**src/rtl/pci_trk_pkg.sv**
```systemverilog
// Package: shared types for the PCI target burst address tracker.
// Assumes a 4-bit command nibble and a 3-bit cycle class at the top ports.
package pci_trk_pkg;

    typedef enum logic [2:0] {
        CYC_NONE    = 3'd0,
        CYC_IO      = 3'd1,
        CYC_MEM     = 3'd2,
        CYC_CFG     = 3'd3,
        CYC_SPECIAL = 3'd4,
        CYC_OTHER   = 3'd5
    } cyc_t;

    typedef enum logic [1:0] {
        ST_IDLE  = 2'd0,
        ST_XFER  = 2'd1,
        ST_DRAIN = 2'd2
    } trk_state_t;

endpackage

```
**src/rtl/pci_trk_cmd_decode.sv**
```systemverilog
// Module: pci_trk_cmd_decode
// Maps the address-phase command nibble to a cycle class. The logic is
// purely combinational and assumes the nibble is already in active-low
// bus form.
module pci_trk_cmd_decode
    import pci_trk_pkg::*;
(
    input  logic [3:0] cmd_n,
    output cyc_t       kind
);

    // Classify the command nibble; unlisted codes fall into CYC_OTHER.
    always_comb begin
        case (cmd_n)
            4'b0010, 4'b0011: kind = CYC_IO;
            4'b0110, 4'b0111: kind = CYC_MEM;
            4'b1010, 4'b1011: kind = CYC_CFG;
            4'b0001:          kind = CYC_SPECIAL;
            default:          kind = CYC_OTHER;
        endcase
    end

endmodule

```
**src/rtl/pci_trk_window.sv**
```systemverilog
// Module: pci_trk_window
// Base/mask window compare. IGN_LO low bits are left out of the compare,
// so a memory window can ignore the burst-order bits. Combinational.
module pci_trk_window #(
    parameter int ADDR_W = 32,
    parameter int IGN_LO = 0
) (
    input  logic [ADDR_W-1:0] addr,
    input  logic [ADDR_W-1:0] base,
    input  logic [ADDR_W-1:0] mask,
    output logic              match
);

    logic [ADDR_W-1:0] eff_mask;

    // Build the effective mask, clearing the ignored low bits when asked.
    generate
        if (IGN_LO > 0) begin : g_ign
            localparam logic [ADDR_W-1:0] LO_CLR = ~((ADDR_W'(1) << IGN_LO) - ADDR_W'(1));
            assign eff_mask = mask & LO_CLR;
        end else begin : g_full
            assign eff_mask = mask;
        end
    endgenerate

    // Match when no compared bit differs from the base.
    assign match = ((addr ^ base) & eff_mask) == '0;

endmodule

```
**src/rtl/pci_trk_addr_ctr.sv**
```systemverilog
// Module: pci_trk_addr_ctr
// Current-address register. It loads at the address phase and moves
// forward one dword per step. It assumes load and step never come in the
// same clock; load wins if they do.
module pci_trk_addr_ctr #(
    parameter int ADDR_W = 32,
    parameter int LANE_W = 2
) (
    input  logic              clk,
    input  logic              rst_n,
    input  logic              load,
    input  logic [ADDR_W-1:0] load_val,
    input  logic              step,
    output logic [ADDR_W-1:0] addr
);

    localparam logic [ADDR_W-1:0] STRIDE = ADDR_W'(1) << LANE_W;

    // Hold, load or advance the address by one dword stride.
    always_ff @(posedge clk) begin
        if (!rst_n) begin
            addr <= '0;
        end else if (load) begin
            addr <= load_val;
        end else if (step) begin
            addr <= addr + STRIDE;
        end
    end

endmodule

```
**src/rtl/pci_burst_tracker.sv**
```systemverilog
// Module: pci_burst_tracker (top)
// Tracks address and data phases for one PCI-style target on a multiplexed
// bus. It assumes a single initiator owns the bus whenever frame_n is low.
// It also assumes the window bases and masks stay steady while a
// transaction is open.
module pci_burst_tracker
    import pci_trk_pkg::*;
#(
    parameter int ADDR_W = 32
) (
    input  logic              clk,
    input  logic              rst_n,
    input  logic              frame_n,
    input  logic              irdy_n,
    input  logic              trdy_n,
    input  logic [ADDR_W-1:0] ad,
    input  logic [3:0]        cbe_n,
    input  logic [ADDR_W-1:0] mem_base,
    input  logic [ADDR_W-1:0] mem_mask,
    input  logic [ADDR_W-1:0] io_base,
    input  logic [ADDR_W-1:0] io_mask,
    output logic              active,
    output logic              hit,
    output logic [2:0]        cyc_type,
    output logic [ADDR_W-1:0] cur_addr,
    output logic              burst
);

    localparam int LANE_W = 2;
    localparam logic [ADDR_W-1:0] LANE_CLR = ~((ADDR_W'(1) << LANE_W) - ADDR_W'(1));

    trk_state_t        st_q;
    cyc_t              kind_q;
    cyc_t              kind_dec;
    logic              linear_q;
    logic [ADDR_W-1:0] start_q;
    logic [ADDR_W-1:0] load_val;
    logic              addr_phase;
    logic              phase_done;
    logic              step;
    logic              mem_match;
    logic              io_match;

    pci_trk_cmd_decode u_dec (
        .cmd_n (cbe_n),
        .kind  (kind_dec)
    );

    // Bus events seen this clock.
    always_comb begin
        addr_phase = (st_q == ST_IDLE) && !frame_n;
        phase_done = !irdy_n && !trdy_n;
        step       = (st_q == ST_XFER) && phase_done && !frame_n
                     && (kind_q == CYC_MEM) && linear_q;
        load_val   = (kind_dec == CYC_MEM) ? (ad & LANE_CLR) : ad;
    end

    pci_trk_addr_ctr #(
        .ADDR_W (ADDR_W),
        .LANE_W (LANE_W)
    ) u_ctr (
        .clk      (clk),
        .rst_n    (rst_n),
        .load     (addr_phase),
        .load_val (load_val),
        .step     (step),
        .addr     (cur_addr)
    );

    // Transaction state: idle, claiming data phases, or draining.
    always_ff @(posedge clk) begin
        if (!rst_n) begin
            st_q <= ST_IDLE;
        end else begin
            case (st_q)
                ST_IDLE: if (addr_phase) st_q <= ST_XFER;
                ST_XFER: begin
                    if (phase_done && frame_n) begin
                        st_q <= ST_IDLE;
                    end else if (phase_done && (kind_q == CYC_MEM) && !linear_q) begin
                        st_q <= ST_DRAIN;
                    end
                end
                ST_DRAIN: if (frame_n && (irdy_n || !trdy_n)) st_q <= ST_IDLE;
                default: st_q <= ST_IDLE;
            endcase
        end
    end

    // Address-phase captures: cycle class, ordering and start address.
    always_ff @(posedge clk) begin
        if (!rst_n) begin
            kind_q   <= CYC_NONE;
            linear_q <= 1'b0;
            start_q  <= '0;
        end else if (addr_phase) begin
            kind_q   <= kind_dec;
            linear_q <= (kind_dec == CYC_MEM) && (ad[LANE_W-1:0] == '0);
            start_q  <= ad;
        end else if ((st_q != ST_IDLE) && frame_n
                     && ((st_q == ST_XFER) ? phase_done : (irdy_n || !trdy_n))) begin
            kind_q   <= CYC_NONE;
            linear_q <= 1'b0;
        end
    end

    pci_trk_window #(
        .ADDR_W (ADDR_W),
        .IGN_LO (LANE_W)
    ) u_mem_win (
        .addr  (start_q),
        .base  (mem_base),
        .mask  (mem_mask),
        .match (mem_match)
    );

    pci_trk_window #(
        .ADDR_W (ADDR_W),
        .IGN_LO (0)
    ) u_io_win (
        .addr  (start_q),
        .base  (io_base),
        .mask  (io_mask),
        .match (io_match)
    );

    // Outputs to the register backend.
    always_comb begin
        active   = (st_q != ST_IDLE);
        hit      = (st_q == ST_XFER)
                   && (((kind_q == CYC_MEM) && mem_match) || ((kind_q == CYC_IO) && io_match));
        cyc_type = kind_q;
        burst    = linear_q;
    end

endmodule

```
**config.mk**
```make
export PLATFORM = sky130hd
export DESIGN_NAME = pci_burst_tracker
export DESIGN_NICKNAME = d
export VERILOG_FILES = /design/src/rtl/pci_trk_pkg.sv /design/src/rtl/pci_trk_cmd_decode.sv /design/src/rtl/pci_trk_window.sv /design/src/rtl/pci_trk_addr_ctr.sv /design/src/rtl/pci_burst_tracker.sv
export SDC_FILE = /design/constraint.sdc
export NUM_CORES = 1
export LEC_CHECK = 0
export BUFFER_PORTS_ARGS = -buffer_cell sky130_fd_sc_hd__buf_2
export CAP_MARGIN = 10
export CORE_MARGIN = 3
export CORE_UTILIZATION = 42
export DETAILED_ROUTE_END_ITERATION = 12
export PLACE_DENSITY = 0.77
export SYNTH_ARGS = -nofsm -noshare
export SYNTH_HDL_FRONTEND = slang
export SYNTH_SLANG_ARGS = --single-unit
export TNS_END_PERCENT = 1
```
**constraint.sdc**
```tcl
create_clock -name clk -period 1.68 [get_ports clk]
set_input_delay 0.336 -clock clk [delete_from_list [all_inputs] [get_ports clk]]
set_output_delay 0.336 -clock clk [all_outputs]
set_load 0.02 [all_outputs]
```
==> metrics.md, run 1 <==
| Metric | Value |
|---|---|
| Die area | `0.0111 mm^2` |
| Clock Sinks | `70` |
| GRT overflow | `0` |
| RSZ-0062 raised after global routing | `yes` |
| Core area | `0.00942 mm^2` |
| EDFF count, synth | `0` |
| Storage element area | `0.00147 mm^2` |
| Worst VDD drop | `0.000457 V` |
| Synth cell types | `69` |
| Drt first-iter violations | `391` |
| Clock-pin slew on the worst setup and hold paths | `70 ps` |
| HP Class | `input port to flip-flop` |
| CTS H-tree depth | `3` |
| Multi-input logic area | `around 0.0028 mm^2` |
| Failing checks | `negative setup slack` |
| Diode count | `0` |
| Chip width | `between 100 and 150 um` |
| Post-synth top area cell | `dfxtp_1` |
| Routability Congestion | `~0.95` |
| Synth warn | `0` |
| Starting density of the core | `roughly 44%` |
| CTS tree | `built` |
| Initial antenna violation count | `0` |
| Mapped Cells | `514` |
| Vias per cell | `5.43` |
| Setup ws final | `-578 ps` |
| Crit path max fanout | `2` |
| Synthesis-to-layout area growth | `52.5%` |
| Site Rows | `35` |
| Via count | `just under 5000` |
| Fin area | `between 0.006 and 0.007 mm^2` |
| DP HPWL | `12900 um` |
| Vias in the first global route | `4976` |
| Fillers | `760` |
| Least-Margin Pin Slew | `between 300 and 400 ps` |
| IO Pins | `207` |
| Worst-skew pair later-pin latency | `350 ps` |
| Worst Setup Start Kind | `flip-flop` |
| Register area share after synthesis | `33.7%` |
| Mapped Nets | `684` |
| Post-Route WL | `16400 um` |
| Cts hold-fix bufs | `0` |
| Die Y | `106 um` |
| Top cells by area, synth | `dfxtp_1, xor2_1, nand2_1` |
| Total iterations of the first detailed-routing run | `5` |
| Maximum capacitance violations | `0` |
| Seq cells post-synth | `70` |
| Top-area cell type share of the netlist area | `33.7%` |
| Max Clk Rate | `around 440 MHz` |
| Antenna-violating nets left | `0` |
| Post-route minimum period | `approximately 2300 ps` |
| Req. time, crit path | `1340 ps` |
| Fin crit share | `134%` |
| Final Setup Violations | `13` |
| Clock skew | `9.99 ps` |
| Status | `complete, but fails checks` |
| CP arrival | `1920 ps` |
| Root buffer cell | `clkbuf_8` |
| Leak | `3.03 nW` |
| Drt drc | `0` |
| Maximum buffer depth of the clock tree | `2` |
| All-Layer GR Usage | `~28%` |
| Crit Path Class | `flip-flop to primary output` |
| Main flop type after synthesis | `dfxtp_1` |
| DP Area | `around 0.0059 mm^2` |
| IO buf count | `202` |
| First-pass GRT wire length | `25100 um` |
| Critical path endpoint category | `primary output` |
| Rel. slew slack | `about three quarters` |
| Share of layout cells above drive strength 1 | `47.3%` |
| Fin util | `67.4%` |
| Syn_area_per_cell | `8.10 um^2` |
| Post-synth ARST share | `0%` |
| Pwr per Cell Area | `between 700 and 800 mW/mm^2` |
| Post-Syn Area | `0.00416 mm^2` |
| Fin. Hold Viols | `0` |
| Pins Over Slew Limit | `0` |
| Post-DR wirelength/cell | `around 18 um` |
| Largest net degree at the start of global routing | `55` |
| Fin nets | `949` |
| Clock buffer count from CTS | `9` |
| Design Power | `roughly 0.0046 W` |
## cells in the final DEF, fill, tap and decap left out, drive strengths merged, types with 4 or more instances in the layout
cell type and count:
nand4 10, nand2 100, a22oi 15, xnor2 6, buf 279, a41oi 4
or3 4, nor3 7, a21oi 56, nand3 22, a221oi 8, clkbuf 10
dfxtp 70, a211oi 4, nor2 29, xor2 68, and3 8, a22o 9
o21ai 20
## layout make-up
cell class                      instances  area share, %
Multi-Input combinational cell        418           44.5
Tap cell                              129           2.54
Timing Repair Buffer                  279           26.4
Inverter                                1         0.0591
Sequential cell                        70           23.2
Clock buffer                           10           2.17
Clock inverter                          5           1.16
## worst paths after layout
kind	start	to	slack, ps	cells after the start
max	start_q[8]	hit	-580	7
min	ad[1]	start_q[1]	260	3
max reg2reg	u_ctr.addr[2]	u_ctr.addr[31]	-190	6
min reg2reg	start_q[0]	start_q[0]	480	2
## report_power, final
group	switching [W]	internal [W]
Sequential	0.000119	0.00177
Clock	0.000626	0.000858
Combinational	0.000648	0.000582
## Yosys cell counts (2+ instances only)
cell / instances
a22o_1: 9
a21boi_0: 2
a221oi_1: 8
nand4_4: 2
dfxtp_1: 70
a211oi_1: 3
xor2_1: 68
a21oi_1: 56
and3_1: 6
nor3_1: 6
a222oi_1: 3
nand2_1: 99
buf_6: 2
a31oi_1: 3
clkbuf_1: 11
xnor2_1: 6
nand4_1: 7
buf_2: 10
a32oi_1: 2
nand2b_1: 2
o31a_1: 2
a41oi_1: 4
o211a_1: 2
or3_1: 3
o211ai_1: 2
and4_1: 2
o21ai_1: 15
nor2_1: 28
or2_1: 2
o21ai_0: 5
nand3_1: 21
a22oi_1: 15
nor4_1: 2
## routing by layer
| layer | vias up | global-route usage (%) | part of all wire [%] |
|---|---|---|---|
| li1 | 2384 | - | - |
| met1 | 2292 | 34.5 | 40 |
| met2 | 226 | 49.2 | 49 |
| met3 | 50 | 4.41 | 6.7 |
| met4 | 0 | 11.8 | 3.8 |
| met5 | - | 0 | 0 |
## registers in the layout, summed over array words and instances, names as in the netlist
register    count
st_q            2
start_q        32
u_ctr.addr     32
burst           1
cyc_type        3
## stage by stage
step	worst slack [ps]	hold WS, ps	TNS (ps)	std cells
after global routing	-694	260	-3530	912
final	-578	262	-1250	912
after CTS	-610	242	-1110	911
after detailed placement	-366	470	-4900	895
after global placement	-362	461	-4140	895
after floorplan	-60.1	448	-236	514
## repair_timing
| action | CTS | global route |
|---|---|---|
| gates resized for setup | 21 | 23 |
| gates cloned | 0 | 0 |
| endpoints found under the setup margin | 19 | 32 |
| pin swaps | 8 | 13 |
| setup buffers | 1 | 1 |
## logic make-up after synthesis
family / Yosys count / synth area share [%]
AND/OR/NAND/NOR: 201 / 24.6
XOR/XNOR: 74 / 15.6
adder cells (fa/ha/maj): 1 / 0.301
multiplexers: 2 / 0.511
AO/OA/AOI/OAI: 140 / 22.0
buffers and inverters: 26 / 3.34
flip-flops: 70 / 33.7
## worst max-delay path, stage by stage, from the launching register on
cell and delay (ps):
dfxtp_1 320, xor2_1 190, a22o_1 210, a221oi_2 170, nand4_1 150, nor4_1 260
a41o_1 150, buf_6 120
Power figures use the tool's default switching activity.
==> run 2: changes to the inputs <==
--- a/config.mk
+++ b/config.mk
@@ -11,6 +11,7 @@
 export CORE_UTILIZATION = 42
 export DETAILED_ROUTE_END_ITERATION = 12
 export PLACE_DENSITY = 0.77
+export REMOVE_ABC_BUFFERS = 1
 export SYNTH_ARGS = -nofsm -noshare
 export SYNTH_HDL_FRONTEND = slang
 export SYNTH_SLANG_ARGS = --single-unit
==> metrics.md, run 2 (synthesized netlist as in run 1, its figures left out) <==
| Metric | Value |
|---|---|
| Routability Congestion | `between 0.8 and 0.9` |
| Crit path max fanout | `3` |
| Most common cell after layout, fill and taps aside | `buf_2` |
| Worst Setup Start Kind | `flip-flop` |
| Rel. slew slack | `between 60% and 70%` |
| Clock-pin slew on the worst setup and hold paths | `~70 ps` |
| Clock Sinks | `70` |
| Drt first-iter violations | `320` |
| CTS H-tree depth | `3` |
| Fin. Hold Viols | `0` |
| Critical path endpoint category | `primary output` |
| CP max-delay cell | `dfxtp_4` |
| Antenna-violating nets left | `0` |
| IO Pins | `207` |
| GRT overflow | `0` |
| Status | `complete, but fails checks` |
| Worst-skew pair later-pin latency | `340 ps` |
| CP peak stage delay | `360 ps` |
| Post-DR wirelength/cell | `between 15 and 20 um` |
| Fin area | `0.00643 mm^2` |
| Root buffer cell | `clkbuf_8` |
| Core area | `0.00942 mm^2` |
| Share of layout cells above drive strength 1 | `between 40% and 50%` |
| Largest net degree at the start of global routing | `44` |
| First-pass GRT wire length | `between 20000 and 30000 um` |
| CP arrival | `1970 ps` |
| Crit path buf inv count | `1` |
| Fin crit share | `138%` |
| All-Layer GR Usage | `28.0%` |
| DP HPWL | `13400 um` |
| Starting density of the core | `44.2%` |
| Setup ws final | `-631 ps` |
| Hold_ws | `about 260 ps` |
| Fin nets | `969` |
| Post-CTS Setup Bufs | `0` |
| Storage element area | `0.00143 mm^2` |
| Req. time, crit path | `1340 ps` |
| Max Clk Rate | `about 430 MHz` |
| Most frequent cells in the layout | `buf_2, nand2_1, buf_4` |
| Post-Route WL | `16500 um` |
| DP Area | `0.00600 mm^2` |
| Total iterations of the first detailed-routing run | `5` |
| Chip width | `106 um` |
| Failing checks | `negative setup slack` |
| CP top delay family | `compound AO/OA/AOI/OAI gates` |
| Vias in the first global route | `4959` |
| IO buf count | `approximately 200` |
| Cts hold-fix bufs | `0` |
| Maximum capacitance violations | `0` |
| Site Rows | `35` |
| CTS tree | `built` |
| Die area | `0.0111 mm^2` |
| Pwr per Cell Area | `around 740 mW/mm^2` |
| Post-route minimum period | `2310 ps` |
| Multi-input logic area | `roughly 0.0028 mm^2` |
| HP Class | `input port to flip-flop` |
| Clock buffer count from CTS | `9` |
| Worst-path cell chain | `xor2_1 -> a22o_1 -> a221oi_2 -> nand3_1 -> nor3_2 -> a41o_1 -> buf_6` |
| Synthesis-to-layout area growth | `54.4%` |
| RSZ-0062 raised after global routing | `yes` |
| Least-Margin Pin Slew | `between 500 and 600 ps` |
| Fillers | `slightly below 800` |
| Drt drc | `0` |
| Diode count | `0` |
| Die Y | `106 um` |
| Worst VDD drop | `0.000466 V` |
| Via count | `5036` |
| Clock skew | `8.66 ps` |
| Final Setup Violations | `7` |
| Pins Over Slew Limit | `0` |
| Design Power | `between 0.004 and 0.005 W` |
| Leak | `around 3.1 nW` |
| Crit Path Class | `flip-flop to primary output` |
| Vias per cell | `5.40` |
| Initial antenna violation count | `0` |
| Maximum buffer depth of the clock tree | `2` |
-- run 2: power breakdown --
group	internal [W]	switching, W
registers	0.00177	0.000107
logic	0.000605	0.000669
clock network	0.000984	0.000648
total	0.00336	0.00142
-- run 2: area by class of cell --
class | count | area share [%]
flip-flops and latches | 70 | 22.2
inverters | 1 | 0.0584
multi-input cells | 418 | 43.2
clock inverters | 6 | 1.71
repair buffers | 299 | 28.3
clock buffers | 10 | 1.99
well taps | 129 | 2.51
-- run 2: worst paths after layout --
path                 startpoint        endpoint  slack (ps)  cells after the start
setup / recovery    start_q[31]             hit        -630                      7
hold / removal           ad[21]     start_q[21]         260                      3
setup reg to reg  u_ctr.addr[5]  u_ctr.addr[25]         -70                      6
hold reg to reg      start_q[1]      start_q[1]         470                      2
-- run 2: tightest hold or removal path: stages --
cell and delay [ps]:
buf_2 110, nand2_1 50, a21oi_1 50
-- run 2: per-stage QoR --
step | setup WS, ps | setup TNS (ps) | util [%] | cells
after global routing | -709 | -2060 | 68.3 | 933
after CTS | -627 | -926 | 67.5 | 933
after global placement | -542 | -3290 | 63.7 | 917
after detailed placement | -546 | -3900 | 63.7 | 917
after floorplan | -1110 | -57190 | - | 489
final | -631 | -827 | 68.3 | 933
-- run 2: what timing repair did --
item                       CTS  global route
resized for setup           31            21
cloned                       0             0
pin swaps                   18            17
setup endpoints to repair   33            39
-- run 2: routing by layer --
layer | vias to the layer above | wire length, um | part of all wire [%] | GRT usage (%)
li1 | 2420 | - | - | -
met1 | 2345 | 6800 | 41 | 35.2
met2 | 236 | 8160 | 49 | 49.1
met3 | 35 | 1020 | 6.2 | 3.25
met4 | 0 | 560 | 3.4 | 10.5
met5 | - | 0 | 0 | 0
